### config.mk
export PLATFORM = sky130hd
export DESIGN_NAME = cfgmem_defect_classifier
export DESIGN_NICKNAME = d
export VERILOG_FILES = /design/src/rtl/cmdc_pkg.sv /design/src/rtl/cmdc_seq.sv /design/src/rtl/cmdc_judge.sv /design/src/rtl/cmdc_store.sv /design/src/rtl/cfgmem_defect_classifier.sv
export SDC_FILE = /design/constraint.sdc
export NUM_CORES = 1
export LEC_CHECK = 0
export CORE_MARGIN = 1
export CORE_UTILIZATION = 65
export CTS_BUF_LIST = sky130_fd_sc_hd__clkbuf_8
export DETAILED_ROUTE_END_ITERATION = 7
export DONT_BUFFER_PORTS = 1
export PLACE_DENSITY_LB_ADDON = 0.08
export SLEW_MARGIN = 15
export SYNTH_ARGS = -nofsm -noshare
export SYNTH_HDL_FRONTEND = slang
export SYNTH_SLANG_ARGS = --single-unit
### constraint.sdc
create_clock -name clk -period 2.65 [get_ports clk]
set_input_delay 0.265 -clock clk [delete_from_list [all_inputs] [get_ports clk]]
set_output_delay 0.265 -clock clk [all_outputs]
set_load 0.01 [all_outputs]
### src/rtl/cmdc_pkg.sv
// Shared types for the configuration memory defect classifier.
// Assumes: nothing beyond IEEE 1800-2017.
package cmdc_pkg;

    // Controller sequencing states
    typedef enum logic [2:0] {
        ST_IDLE,
        ST_WRITE,
        ST_LOAD,
        ST_CAPT,
        ST_READ,
        ST_DONE
    } seq_state_t;

    // Which pass the sequencer is in
    typedef enum logic [1:0] {
        PH_ONES,
        PH_ZEROS,
        PH_VFIRST,
        PH_VRETRY
    } pass_t;

    // Defect codes stored per cell
    localparam logic [1:0] CODE_GOOD = 2'b00;
    localparam logic [1:0] CODE_S0   = 2'b01;
    localparam logic [1:0] CODE_S1   = 2'b10;
    localparam logic [1:0] CODE_UNK  = 2'b11;

endpackage

### src/rtl/cmdc_seq.sv
// Sequencer: walks the passes (ones, zeros, optional verify, optional retry)
// and, within a pass, the write-shift / load / capture / read-shift steps.
// Assumes CELLS >= 2. The cell index doubles as the chain position.
module cmdc_seq
    import cmdc_pkg::*;
#(
    parameter int CELLS = 32,
    parameter int AW    = $clog2(CELLS)
) (
    input  logic              clk,
    input  logic              rst_n,
    input  logic              start,
    input  logic              verify_en,
    input  logic              retry_any,
    output seq_state_t        state,
    output pass_t             phase,
    output logic [AW-1:0]     idx,
    output logic              accept
);

    localparam logic [AW-1:0] LAST = AW'(CELLS - 1);

    logic verify_q;

    // A start is taken only when no run is in progress
    assign accept = start && ((state == ST_IDLE) || (state == ST_DONE));

    // State, pass and index register update
    always_ff @(posedge clk) begin
        if (!rst_n) begin
            state    <= ST_IDLE;
            phase    <= PH_ONES;
            idx      <= '0;
            verify_q <= 1'b0;
        end else begin
            case (state)
                ST_IDLE, ST_DONE: begin
                    if (accept) begin
                        state    <= ST_WRITE;
                        phase    <= PH_ONES;
                        idx      <= '0;
                        verify_q <= verify_en;
                    end
                end
                ST_WRITE: begin
                    if (idx == LAST) begin
                        idx   <= '0;
                        state <= ST_LOAD;
                    end else begin
                        idx <= idx + AW'(1);
                    end
                end
                ST_LOAD: state <= ST_CAPT;
                ST_CAPT: state <= ST_READ;
                ST_READ: begin
                    if (idx == LAST) begin
                        idx <= '0;
                        case (phase)
                            PH_ONES: begin
                                phase <= PH_ZEROS;
                                state <= ST_WRITE;
                            end
                            PH_ZEROS: begin
                                if (verify_q) begin
                                    phase <= PH_VFIRST;
                                    state <= ST_WRITE;
                                end else begin
                                    state <= ST_DONE;
                                end
                            end
                            PH_VFIRST: begin
                                if (retry_any) begin
                                    phase <= PH_VRETRY;
                                    state <= ST_WRITE;
                                end else begin
                                    state <= ST_DONE;
                                end
                            end
                            default: state <= ST_DONE;
                        endcase
                    end else begin
                        idx <= idx + AW'(1);
                    end
                end
                default: state <= ST_IDLE;
            endcase
        end
    end

endmodule

### src/rtl/cmdc_judge.sv
// Per-cell judgement during readback: forms the defect code, decides whether
// the map is written, flags verify mismatches and first-time defects.
// Purely combinational; assumes inputs refer to the cell at the current index.
module cmdc_judge
    import cmdc_pkg::*;
(
    input  pass_t       phase,
    input  logic        in_read,
    input  logic        first_bit,
    input  logic        read_bit,
    input  logic        want_bit,
    input  logic        already_bad,
    output logic        we,
    output logic [1:0]  code,
    output logic        vfirst_mis,
    output logic        take_first,
    output logic        newly_bad
);

    logic mismatch;

    // Code from the two classification readbacks, or unknown on retry failure
    always_comb begin
        mismatch   = read_bit ^ want_bit;
        take_first = in_read && (phase == PH_ONES);
        vfirst_mis = in_read && (phase == PH_VFIRST) && mismatch;
        if (phase == PH_VRETRY) begin
            code = CODE_UNK;
        end else begin
            code = {read_bit, ~first_bit};
        end
        we        = in_read && ((phase == PH_ZEROS) ||
                                ((phase == PH_VRETRY) && mismatch));
        newly_bad = we && (code != CODE_GOOD) && !already_bad;
    end

endmodule

### src/rtl/cmdc_store.sv
// Per-cell memory of the 1-pass readback and of the defective flag, plus the
// defect counter and the sticky first-verify mismatch flag.
// Assumes idx < CELLS whenever a take or mark is requested.
module cmdc_store #(
    parameter int CELLS = 32,
    parameter int AW    = $clog2(CELLS),
    parameter int CW    = $clog2(CELLS + 1)
) (
    input  logic              clk,
    input  logic              rst_n,
    input  logic              clear,
    input  logic [AW-1:0]     idx,
    input  logic              take_first,
    input  logic              read_bit,
    input  logic              mark_bad,
    input  logic              vfirst_mis,
    output logic              first_bit,
    output logic              already_bad,
    output logic              retry_any,
    output logic [CW-1:0]     count
);

    logic [CELLS-1:0] ones_vec;
    logic [CELLS-1:0] bad_vec;
    logic             vfail_q;

    for (genvar i = 0; i < CELLS; i++) begin : g_cell
        logic one_q;
        logic bad_q;
        // Holds this cell's 1-pass readback and whether it is already coded bad
        always_ff @(posedge clk) begin
            if (!rst_n || clear) begin
                one_q <= 1'b0;
                bad_q <= 1'b0;
            end else if (idx == AW'(i)) begin
                if (take_first) one_q <= read_bit;
                if (mark_bad)   bad_q <= 1'b1;
            end
        end
        assign ones_vec[i] = one_q;
        assign bad_vec[i]  = bad_q;
    end

    assign first_bit   = ones_vec[idx];
    assign already_bad = bad_vec[idx];
    assign retry_any   = vfail_q | vfirst_mis;

    // Counts cells the first time they receive a non-good code
    always_ff @(posedge clk) begin
        if (!rst_n || clear) begin
            count <= '0;
        end else if (mark_bad) begin
            count <= count + CW'(1);
        end
    end

    // Remembers any mismatch seen earlier in the first verify readback
    always_ff @(posedge clk) begin
        if (!rst_n || clear) begin
            vfail_q <= 1'b0;
        end else if (vfirst_mis) begin
            vfail_q <= 1'b1;
        end
    end

endmodule

### src/rtl/cfgmem_defect_classifier.sv
// Top of the configuration memory defect classifier. Drives the serial chain
// (shift/load/capture), fetches bitstream bits by index and writes 2-bit
// defect codes per cell. Assumes the chain presents the head cell on
// chain_sdo and shifts toward it, so the k-th shifted bit is cell k.
module cfgmem_defect_classifier
    import cmdc_pkg::*;
#(
    parameter int CELLS = 32,
    localparam int AW   = $clog2(CELLS),
    localparam int CW   = $clog2(CELLS + 1)
) (
    input  logic              clk,
    input  logic              rst_n,
    input  logic              start,
    input  logic              verify_en,
    output logic              busy,
    output logic              done,
    output logic [CW-1:0]     defect_count,
    output logic              chain_sdi,
    output logic              chain_shift,
    output logic              chain_load,
    output logic              chain_capture,
    input  logic              chain_sdo,
    output logic [AW-1:0]     bits_addr,
    input  logic              bits_data,
    output logic              map_we,
    output logic [AW-1:0]     map_addr,
    output logic [1:0]        map_code
);

    seq_state_t    state;
    pass_t         phase;
    logic [AW-1:0] idx;
    logic          accept;
    logic          retry_any;
    logic          first_bit;
    logic          already_bad;
    logic          vfirst_mis;
    logic          take_first;
    logic          newly_bad;
    logic          in_read;

    cmdc_seq #(.CELLS(CELLS), .AW(AW)) u_seq (
        .clk       (clk),
        .rst_n     (rst_n),
        .start     (start),
        .verify_en (verify_en),
        .retry_any (retry_any),
        .state     (state),
        .phase     (phase),
        .idx       (idx),
        .accept    (accept)
    );

    assign in_read = (state == ST_READ);

    cmdc_judge u_judge (
        .phase       (phase),
        .in_read     (in_read),
        .first_bit   (first_bit),
        .read_bit    (chain_sdo),
        .want_bit    (bits_data),
        .already_bad (already_bad),
        .we          (map_we),
        .code        (map_code),
        .vfirst_mis  (vfirst_mis),
        .take_first  (take_first),
        .newly_bad   (newly_bad)
    );

    cmdc_store #(.CELLS(CELLS), .AW(AW), .CW(CW)) u_store (
        .clk         (clk),
        .rst_n       (rst_n),
        .clear       (accept),
        .idx         (idx),
        .take_first  (take_first),
        .read_bit    (chain_sdo),
        .mark_bad    (newly_bad),
        .vfirst_mis  (vfirst_mis),
        .first_bit   (first_bit),
        .already_bad (already_bad),
        .retry_any   (retry_any),
        .count       (defect_count)
    );

    // Chain strobes, serial data source and status decode
    always_comb begin
        chain_shift   = (state == ST_WRITE) || in_read;
        chain_load    = (state == ST_LOAD);
        chain_capture = (state == ST_CAPT);
        busy          = (state != ST_IDLE) && (state != ST_DONE);
        done          = (state == ST_DONE);
        bits_addr     = idx;
        map_addr      = idx;
        chain_sdi     = 1'b0;
        if (state == ST_WRITE) begin
            case (phase)
                PH_ONES:  chain_sdi = 1'b1;
                PH_ZEROS: chain_sdi = 1'b0;
                default:  chain_sdi = bits_data;
            endcase
        end
    end

endmodule

==> impl_metrics.yaml, run 1 <==
clocking:
  postCtsSetupBuffers: 0
  clock_tree.root_cell: "sky130_fd_sc_hd__clkbuf_8"
  tritoncts: "done"
  cts.sinks: 82
  cts.reportedPaths.clkPinSlew_ps: 80
  cts_inserted_buffers: 9
  worstSkewPairLatency_ps: 360
  cts-root-to-sink-buffers: 2
  clock_tree.htree_level_count: 3
global_route:
  grt-ovfl-total: 0
  wire_length_of_the_first_global_routing_pass_um: 16800
  grt_start_max_net_pins: 35
  via_count_of_the_first_global_routing_pass: 3301
  antenna_found_initial: 0
  gr-usage-all-layers_pct: 30.8
logic_synthesis:
  synth_edf_count: 0
  synth-main-ff-cell: "sky130_fd_sc_hd__dfxtp_1"
  synth_top_area_share_pct: 38.4
  synth.net_count: 494
  synth_seq_area_share_pct: 38.4
  synthDominantAreaCellType: "sky130_fd_sc_hd__dfxtp_1"
  count_of_yosys_warnings_during_synthesis: 0
  synth_cell_type_count: 52
  syn-cell-area_um2: 4270
  async_reset_ff_share_pct: 0
  synth_seq_cells: 82
  synthesis.instances: 476
  syn_area_per_cell_um2: 8.98
  synth_top_cells_by_area: "sky130_fd_sc_hd__dfxtp_1, sky130_fd_sc_hd__mux2i_1, sky130_fd_sc_hd__nand2_1"
worst_setup_path:
  rrSetupSlack_ps: 270
  required_ps: 2950
  critPathCaptureType: "flip-flop"
  cp-startpoint: "u_seq.idx[0]"
  path_cells: "mux4_2, or2_0, a311oi_2, and3_1, buf_4, a41oi_1, nor2_1"
  worst-endpoint-arrival_ps: 2670
  r2r_start: "u_seq.idx[0]"
  timing.critical_path.fanout_max: 14
  crit_path_top_delay_cell: "sky130_fd_sc_hd__mux4_2"
  critPathTopFamily: "simple AND/OR/NAND/NOR gates"
  cp_slowest_stage_delay_ps: 530
  critPathLaunchType: "flip-flop"
  cp.buffers_inverters: 1
  category_of_the_most_critical_setup_path: "flip-flop to flip-flop"
finish:
  fill_cells: 485
  finalCoreUtilization_pct: 72.0
  mostFrequentLayoutCells: "sky130_fd_sc_hd__dfxtp_1, sky130_fd_sc_hd__nand2_1, sky130_fd_sc_hd__nor2_1"
  area_growth_syn_to_fin_pct: 7.03
  final_cell_area_um2: 4570
  final_nets: 485
  layout.cells.most_common: "sky130_fd_sc_hd__dfxtp_1"
  insertedDiodeCount: 0
  post_route_cells_drive_above_1_share_pct: 14.2
route:
  drt-met1-wl_um: 4470
  route.detailed.wl_per_inst_um: 18.8
  detail_route.vias_per_cell: 6.21
  topRoutingLayerUsed: "met4"
  detailroute.wirelength.met2_um: 4880
  detailroute.via_count: 3411
  detailedRoute.firstIterationViolations: 199
  postRouteAntennaNets: 0
  drc: 0
  routed_met3_length_um: 718
  drt_pre_antenna_iters: 4
  wl_um: 10300
timing:
  final_cycle_utilization_of_the_critical_path_pct: 89.6
  unrepaired_setup_endpoints_after_global_routing: "no"
  drv_slew: 0
  slew_headroom_pct: 31.0
  finalCriticalPeriod_ps: 2380
  final_hold_viol_count: 0
  tightestPinTransition_ps: 1030
  max_freq_mhz: 421
  sum_of_negative_setup_slack_ps: 0
  finClkSkew_ps: 10.1
  layout_setup_ws_ps: 275
  setup_viol_count_final: 0
place:
  place_congestion: 0.882
  preCtsSetupSlack_ps: 180
  dpl.hpwl_um: 7130
  cell_area_reported_after_detailed_placement_um2: 4350
  place.port_buffers: 0
power_and_ir_drop:
  power_per_cell_area_nw_per_um2: 652
  cellLeakagePower_nw: 1.84
  peakVddDrop_mv: 0.542
floorplanning:
  coreArea_um2: 6350
  floorplan.die.width_um: 83.1
  num_io_pins: 31
  core.rowCount: 29
  vertical_die_dimension_um: 83.1
  fp.dieArea_um2: 6900
  initial_cell_density_of_the_core_pct: 67.3
outcome:
  status: "completed"
hold_path:
  hold_path.startpoint: "rst_n"
  min_path_type: "input port to flip-flop"
flow_run:
  max_cap_violations: 0
-- flip-flops by register name (all words and copies together), names as in the netlist --
signal	count
u_seq.phase	2
u_seq.state	3
u_store.g_cell.one_q	32
u_store.vfail_q	1
u_store.count	6
u_store.g_cell.bad_q	32
u_seq.verify_q	1
u_seq.idx	5
-- power by group --
group / internal (W) / switching (W) / leakage [nW] / total [W]
combinational: 0.000239 / 0.000414 / 1.07 / 0.000653
sequential: 0.00126 / 0.0000487 / 0.662 / 0.00131
clock: 0.000558 / 0.000461 / 0.109 / 0.00102
total: 0.00206 / 0.000924 / 1.84 / 0.00298
-- cell type report --
type	count	area, um^2	area share [%]
Clock inverter	6	88.8	1.94
Sequential cell	82	1640	35.9
Tap cell	77	96.3	2.11
Multi-Input combinational cell	345	2400	52.5
Clock buffer	10	138	3.01
Inverter	6	22.5	0.492
Timing Repair Buffer	23	185	4.05
-- Yosys cell counts, drive strengths merged (2+ instances only) --
master and instances:
a221oi 2, a21oi 17, a41oi 15, xor2 2, nand3b 6, xnor2 3, or3 2, a22oi 3
buf 17, nor4b 2, mux4 8, and3b 2, and3 10, a22o 15, nand2b 11, dfxtp 82
o21ai 3, and2 15, inv 6, nand2 61, nor3b 4, nand3 20, nor2 52, mux2 5
nor3 4, mux2i 41, ha 12, or2 4, clkbuf 26, o211ai 2, nor2b 7, nand4 7
-- worst paths after layout --
check | to | cells after the start
worst max-delay path | u_store.g_cell[23].bad_q | 7
worst min-delay path | u_seq.idx[4] | 1
worst max register to register | u_store.g_cell[23].bad_q | 7
worst min register to register | u_store.g_cell[5].one_q | 2
-- layer usage --
| metal | global-route usage (%) | vias up |
|---|---|---|
| li1 | - | 1656 |
| met1 | 41.5 | 1640 |
| met2 | 48.8 | 93 |
| met3 | 5.37 | 22 |
| met4 | 13.0 | 0 |
| met5 | 0 | - |
-- logic make-up (layout without fill, tap and decap cells) --
family | after synthesis | count (layout) | synth area share (%)
AND/OR/NAND/NOR | 207 | 207 | 24.0
flip-flops | 82 | 82 | 38.4
AO/OA/AOI/OAI | 67 | 67 | 12.1
multiplexers | 54 | 54 | 15.5
buffers and inverters | 49 | 45 | 5.44
adder cells (fa/ha/maj) | 12 | 12 | 3.51
XOR/XNOR | 5 | 5 | 1.02
-- per-stage QoR --
stage / total power, W / instances / hold slack (ps)
global route: 0.00310 / 549 / 30.3
detailed placement: 0.00198 / 533 / 391
CTS: 0.00298 / 549 / 24.2
global placement: 0.00196 / 533 / 389
floorplan: 0.00183 / 476 / 417
finish: 0.00298 / 549 / 31.7
-- repair_timing --
action	in CTS	in global routing
hold buffers	0	0
setup endpoints to repair	0	8
gates resized for setup	0	2
Note: power is estimated with default switching activity, not from simulation.
==> run 2, diff against run 1 <==
--- a/config.mk
+++ b/config.mk
@@ -5,6 +5,7 @@
 export SDC_FILE = /design/constraint.sdc
 export NUM_CORES = 1
 export LEC_CHECK = 0
+export ABC_AREA = 1
 export CORE_MARGIN = 1
 export CORE_UTILIZATION = 65
 export CTS_BUF_LIST = sky130_fd_sc_hd__clkbuf_8
==> impl_metrics.yaml, run 2 <==
outcome:
  status: "completed"
global_route:
  gr-usage-all-layers_pct: 31.7
  via_count_of_the_first_global_routing_pass: 3708
  grt-ovfl-total: 0
  antenna_found_initial: 0
  wire_length_of_the_first_global_routing_pass_um: 17900
  grt_start_max_net_pins: 37
logic_synthesis:
  count_of_yosys_warnings_during_synthesis: 0
  synth_seq_cells: 82
  yosysMostFrequentCell: "sky130_fd_sc_hd__nand2_1"
  synthesis.instances: 607
  async_reset_ff_share_pct: 0
  syn-cell-area_um2: 4340
  synth_edf_count: 0
  synth_top_cells_by_area: "sky130_fd_sc_hd__dfxtp_1, sky130_fd_sc_hd__a21oi_1, sky130_fd_sc_hd__nand2_1"
  synth_top_area_share_pct: 37.9
  syn_area_per_cell_um2: 7.14
  synth_seq_area_share_pct: 37.9
  synth-main-ff-cell: "sky130_fd_sc_hd__dfxtp_1"
  synthDominantAreaCellType: "sky130_fd_sc_hd__dfxtp_1"
  synth.net_count: 625
  synth_cell_type_count: 32
  synth_top_cells_by_count: "sky130_fd_sc_hd__nand2_1, sky130_fd_sc_hd__dfxtp_1, sky130_fd_sc_hd__a21oi_1"
finish:
  post_route_cells_drive_above_1_share_pct: 7.97
  reg_top3: "u_store.g_cell.bad_q (32), u_store.g_cell.one_q (32), u_store.count (6)"
  layout.cells.most_common: "sky130_fd_sc_hd__nand2_1"
  insertedDiodeCount: 0
  fill_cells: 529
  mostFrequentLayoutCells: "sky130_fd_sc_hd__nand2_1, sky130_fd_sc_hd__dfxtp_1, sky130_fd_sc_hd__a21oi_1"
  finalCoreUtilization_pct: 72.0
  final_nets: 615
  area_growth_syn_to_fin_pct: 6.03
route:
  wl_um: 11100
  detailroute.via_count: 4173
  route.detailed.wl_per_inst_um: 16.3
  postRouteAntennaNets: 0
  detailedRoute.firstIterationViolations: 353
  drt_pre_antenna_iters: 5
  drc: 0
  detail_route.vias_per_cell: 6.15
worst_setup_path:
  r2r_start: "u_seq.idx[0]"
  worst-endpoint-arrival_ps: 2580
  category_of_the_most_critical_setup_path: "flip-flop to flip-flop"
  rrSetupSlack_ps: 280
  r2r_cells: 13
  critical_path.reg2reg.endpoint: "u_store.g_cell[1].bad_q"
  crit_path_end: "u_store.g_cell[1].bad_q"
  required_ps: 2860
  critPathCaptureType: "flip-flop"
  timing.critical_path.fanout_max: 19
  cp-startpoint: "u_seq.idx[0]"
  critPathLaunchType: "flip-flop"
timing:
  sum_of_negative_setup_slack_ps: 0
  setup_viol_count_final: 0
  finalCriticalPeriod_ps: 2370
  final_cycle_utilization_of_the_critical_path_pct: 89.6
  drv_slew: 0
  tightestPinTransition_ps: 570
  unrepaired_setup_endpoints_after_global_routing: "no"
  max_freq_mhz: 421
  final_hold_viol_count: 0
  slew_headroom_pct: 61.8
  finClkSkew_ps: 16.2
  timing.hold.ws_ps: 32.5
clocking:
  cts-root-to-sink-buffers: 2
  cts.sinks: 82
  cts_hold_repair.buffers: 0
  tritoncts: "done"
  cts.reportedPaths.clkPinSlew_ps: 90
  clock_tree.htree_level_count: 3
  cts_inserted_buffers: 9
  clock_tree.root_cell: "sky130_fd_sc_hd__clkbuf_8"
  worstSkewPairLatency_ps: 350
hold_path:
  hold_path.startpoint: "rst_n"
  min_path_type: "input port to flip-flop"
floorplanning:
  num_io_pins: 31
  core.rowCount: 29
  fp.dieArea_um2: 7000
  coreArea_um2: 6390
  initial_cell_density_of_the_core_pct: 67.9
  floorplan.die.width_um: 83.7
  vertical_die_dimension_um: 83.7
place:
  place.port_buffers: 0
  place_congestion: 0.853
  dpl.hpwl_um: 7450
power_and_ir_drop:
  power_per_cell_area_nw_per_um2: 911
  cellLeakagePower_nw: 1.68
  peakVddDrop_mv: 0.670
flow_run:
  max_cap_violations: 0
[run 2: cell types whose count changed in the layout (fill, tap and decap cells not counted), moves of 23 or more]
cell / previous run / this run
sky130_fd_sc_hd__nand3_1: 19 / 64
sky130_fd_sc_hd__nand2_1: 61 / 100
sky130_fd_sc_hd__nor3_1: 4 / 36
sky130_fd_sc_hd__o21ai_0: 3 / 26
sky130_fd_sc_hd__a311oi_1: 0 / 23
sky130_fd_sc_hd__mux2i_1: 41 / 0
sky130_fd_sc_hd__inv_1: 6 / 69
sky130_fd_sc_hd__a21oi_1: 17 / 80
[run 2: what timing repair did]
action                                  in CTS  in global routing
resized for setup                            0                  1
buffers inserted                             0                  0
endpoints found under the setup margin       0                  1
[run 2: layer usage]
| layer | vias up | routed length [um] | GRT usage [%] |
|---|---|---|---|
| met2 | 211 | 4940 | 49.7 |
| met1 | 1912 | 4940 | 43.0 |
| li1 | 2029 | - | - |
| met4 | 0 | 243 | 13.6 |
| met5 | - | 0 | 0 |
| met3 | 21 | 934 | 5.24 |
[run 2: per-stage QoR]
| stage | instances | total power (W) | setup slack [ps] | instance area, um^2 |
|---|---|---|---|---|
| finish | 679 | 0.00419 | 276 | 4600 |
| global route | 679 | 0.00441 | 0.201 | 4600 |
| CTS | 679 | 0.00415 | 231 | 4600 |
| detailed placement | 663 | 0.00315 | 251 | 4380 |
| global placement | 663 | 0.00312 | 391 | 4380 |
| floorplan | 607 | 0.00276 | 843 | 4340 |
[run 2: how the worst min path moves through the flow]
stage                                end  slack, ps  depth (start not counted)
after CTS                 u_seq.verify_q         30                          2
after global placement    u_seq.verify_q        410                          2
final                     u_seq.verify_q         30                          2
after floorplan           u_seq.verify_q        400                          2
after detailed placement  u_seq.verify_q        410                          2
after global routing      u_seq.state[2]         40                          2
[run 2: final cells by class]
type	count	area, um^2	area share, %
tap	77	96.3	2.10
sequential	82	1640	35.7
multi-input combinational	410	2140	46.6
timing repair buffer	20	213	4.63
clock buffer	10	138	2.99
clock inverter	6	81.3	1.77
inverter	74	285	6.20
[run 2: logic make-up after synthesis]
| family | synth area share, % |
|---|---|
| and+or+nand+nor | 25.5 |
| AOI/OAI and AO/OA | 19.3 |
| buffers and inverters | 12.9 |
| DFF | 37.9 |
| adders and majority gates | 3.46 |
| xor gates and xnor gates | 1.01 |
[run 2: where the power goes]
group          switching (W)  internal [W]
Combinational        0.00127      0.000520
Clock               0.000455      0.000550
Sequential         0.0000976       0.00129
Total                0.00182       0.00236
[run 2: worst max-delay path, cell delays in order, from the launching register on]
cell                      delay [ps]
sky130_fd_sc_hd__dfxtp_2         600
sky130_fd_sc_hd__buf_4           300
sky130_fd_sc_hd__nor2_1           60
sky130_fd_sc_hd__nor2_1           90
sky130_fd_sc_hd__o21ai_0          90
sky130_fd_sc_hd__nand2_1          60
sky130_fd_sc_hd__nand2_1          50
sky130_fd_sc_hd__nand2_1          70
sky130_fd_sc_hd__nor2_1           50
sky130_fd_sc_hd__nor2_2          100
sky130_fd_sc_hd__nand3_2         290
sky130_fd_sc_hd__buf_4           320
sky130_fd_sc_hd__nand3_1          80
sky130_fd_sc_hd__a21oi_1          70
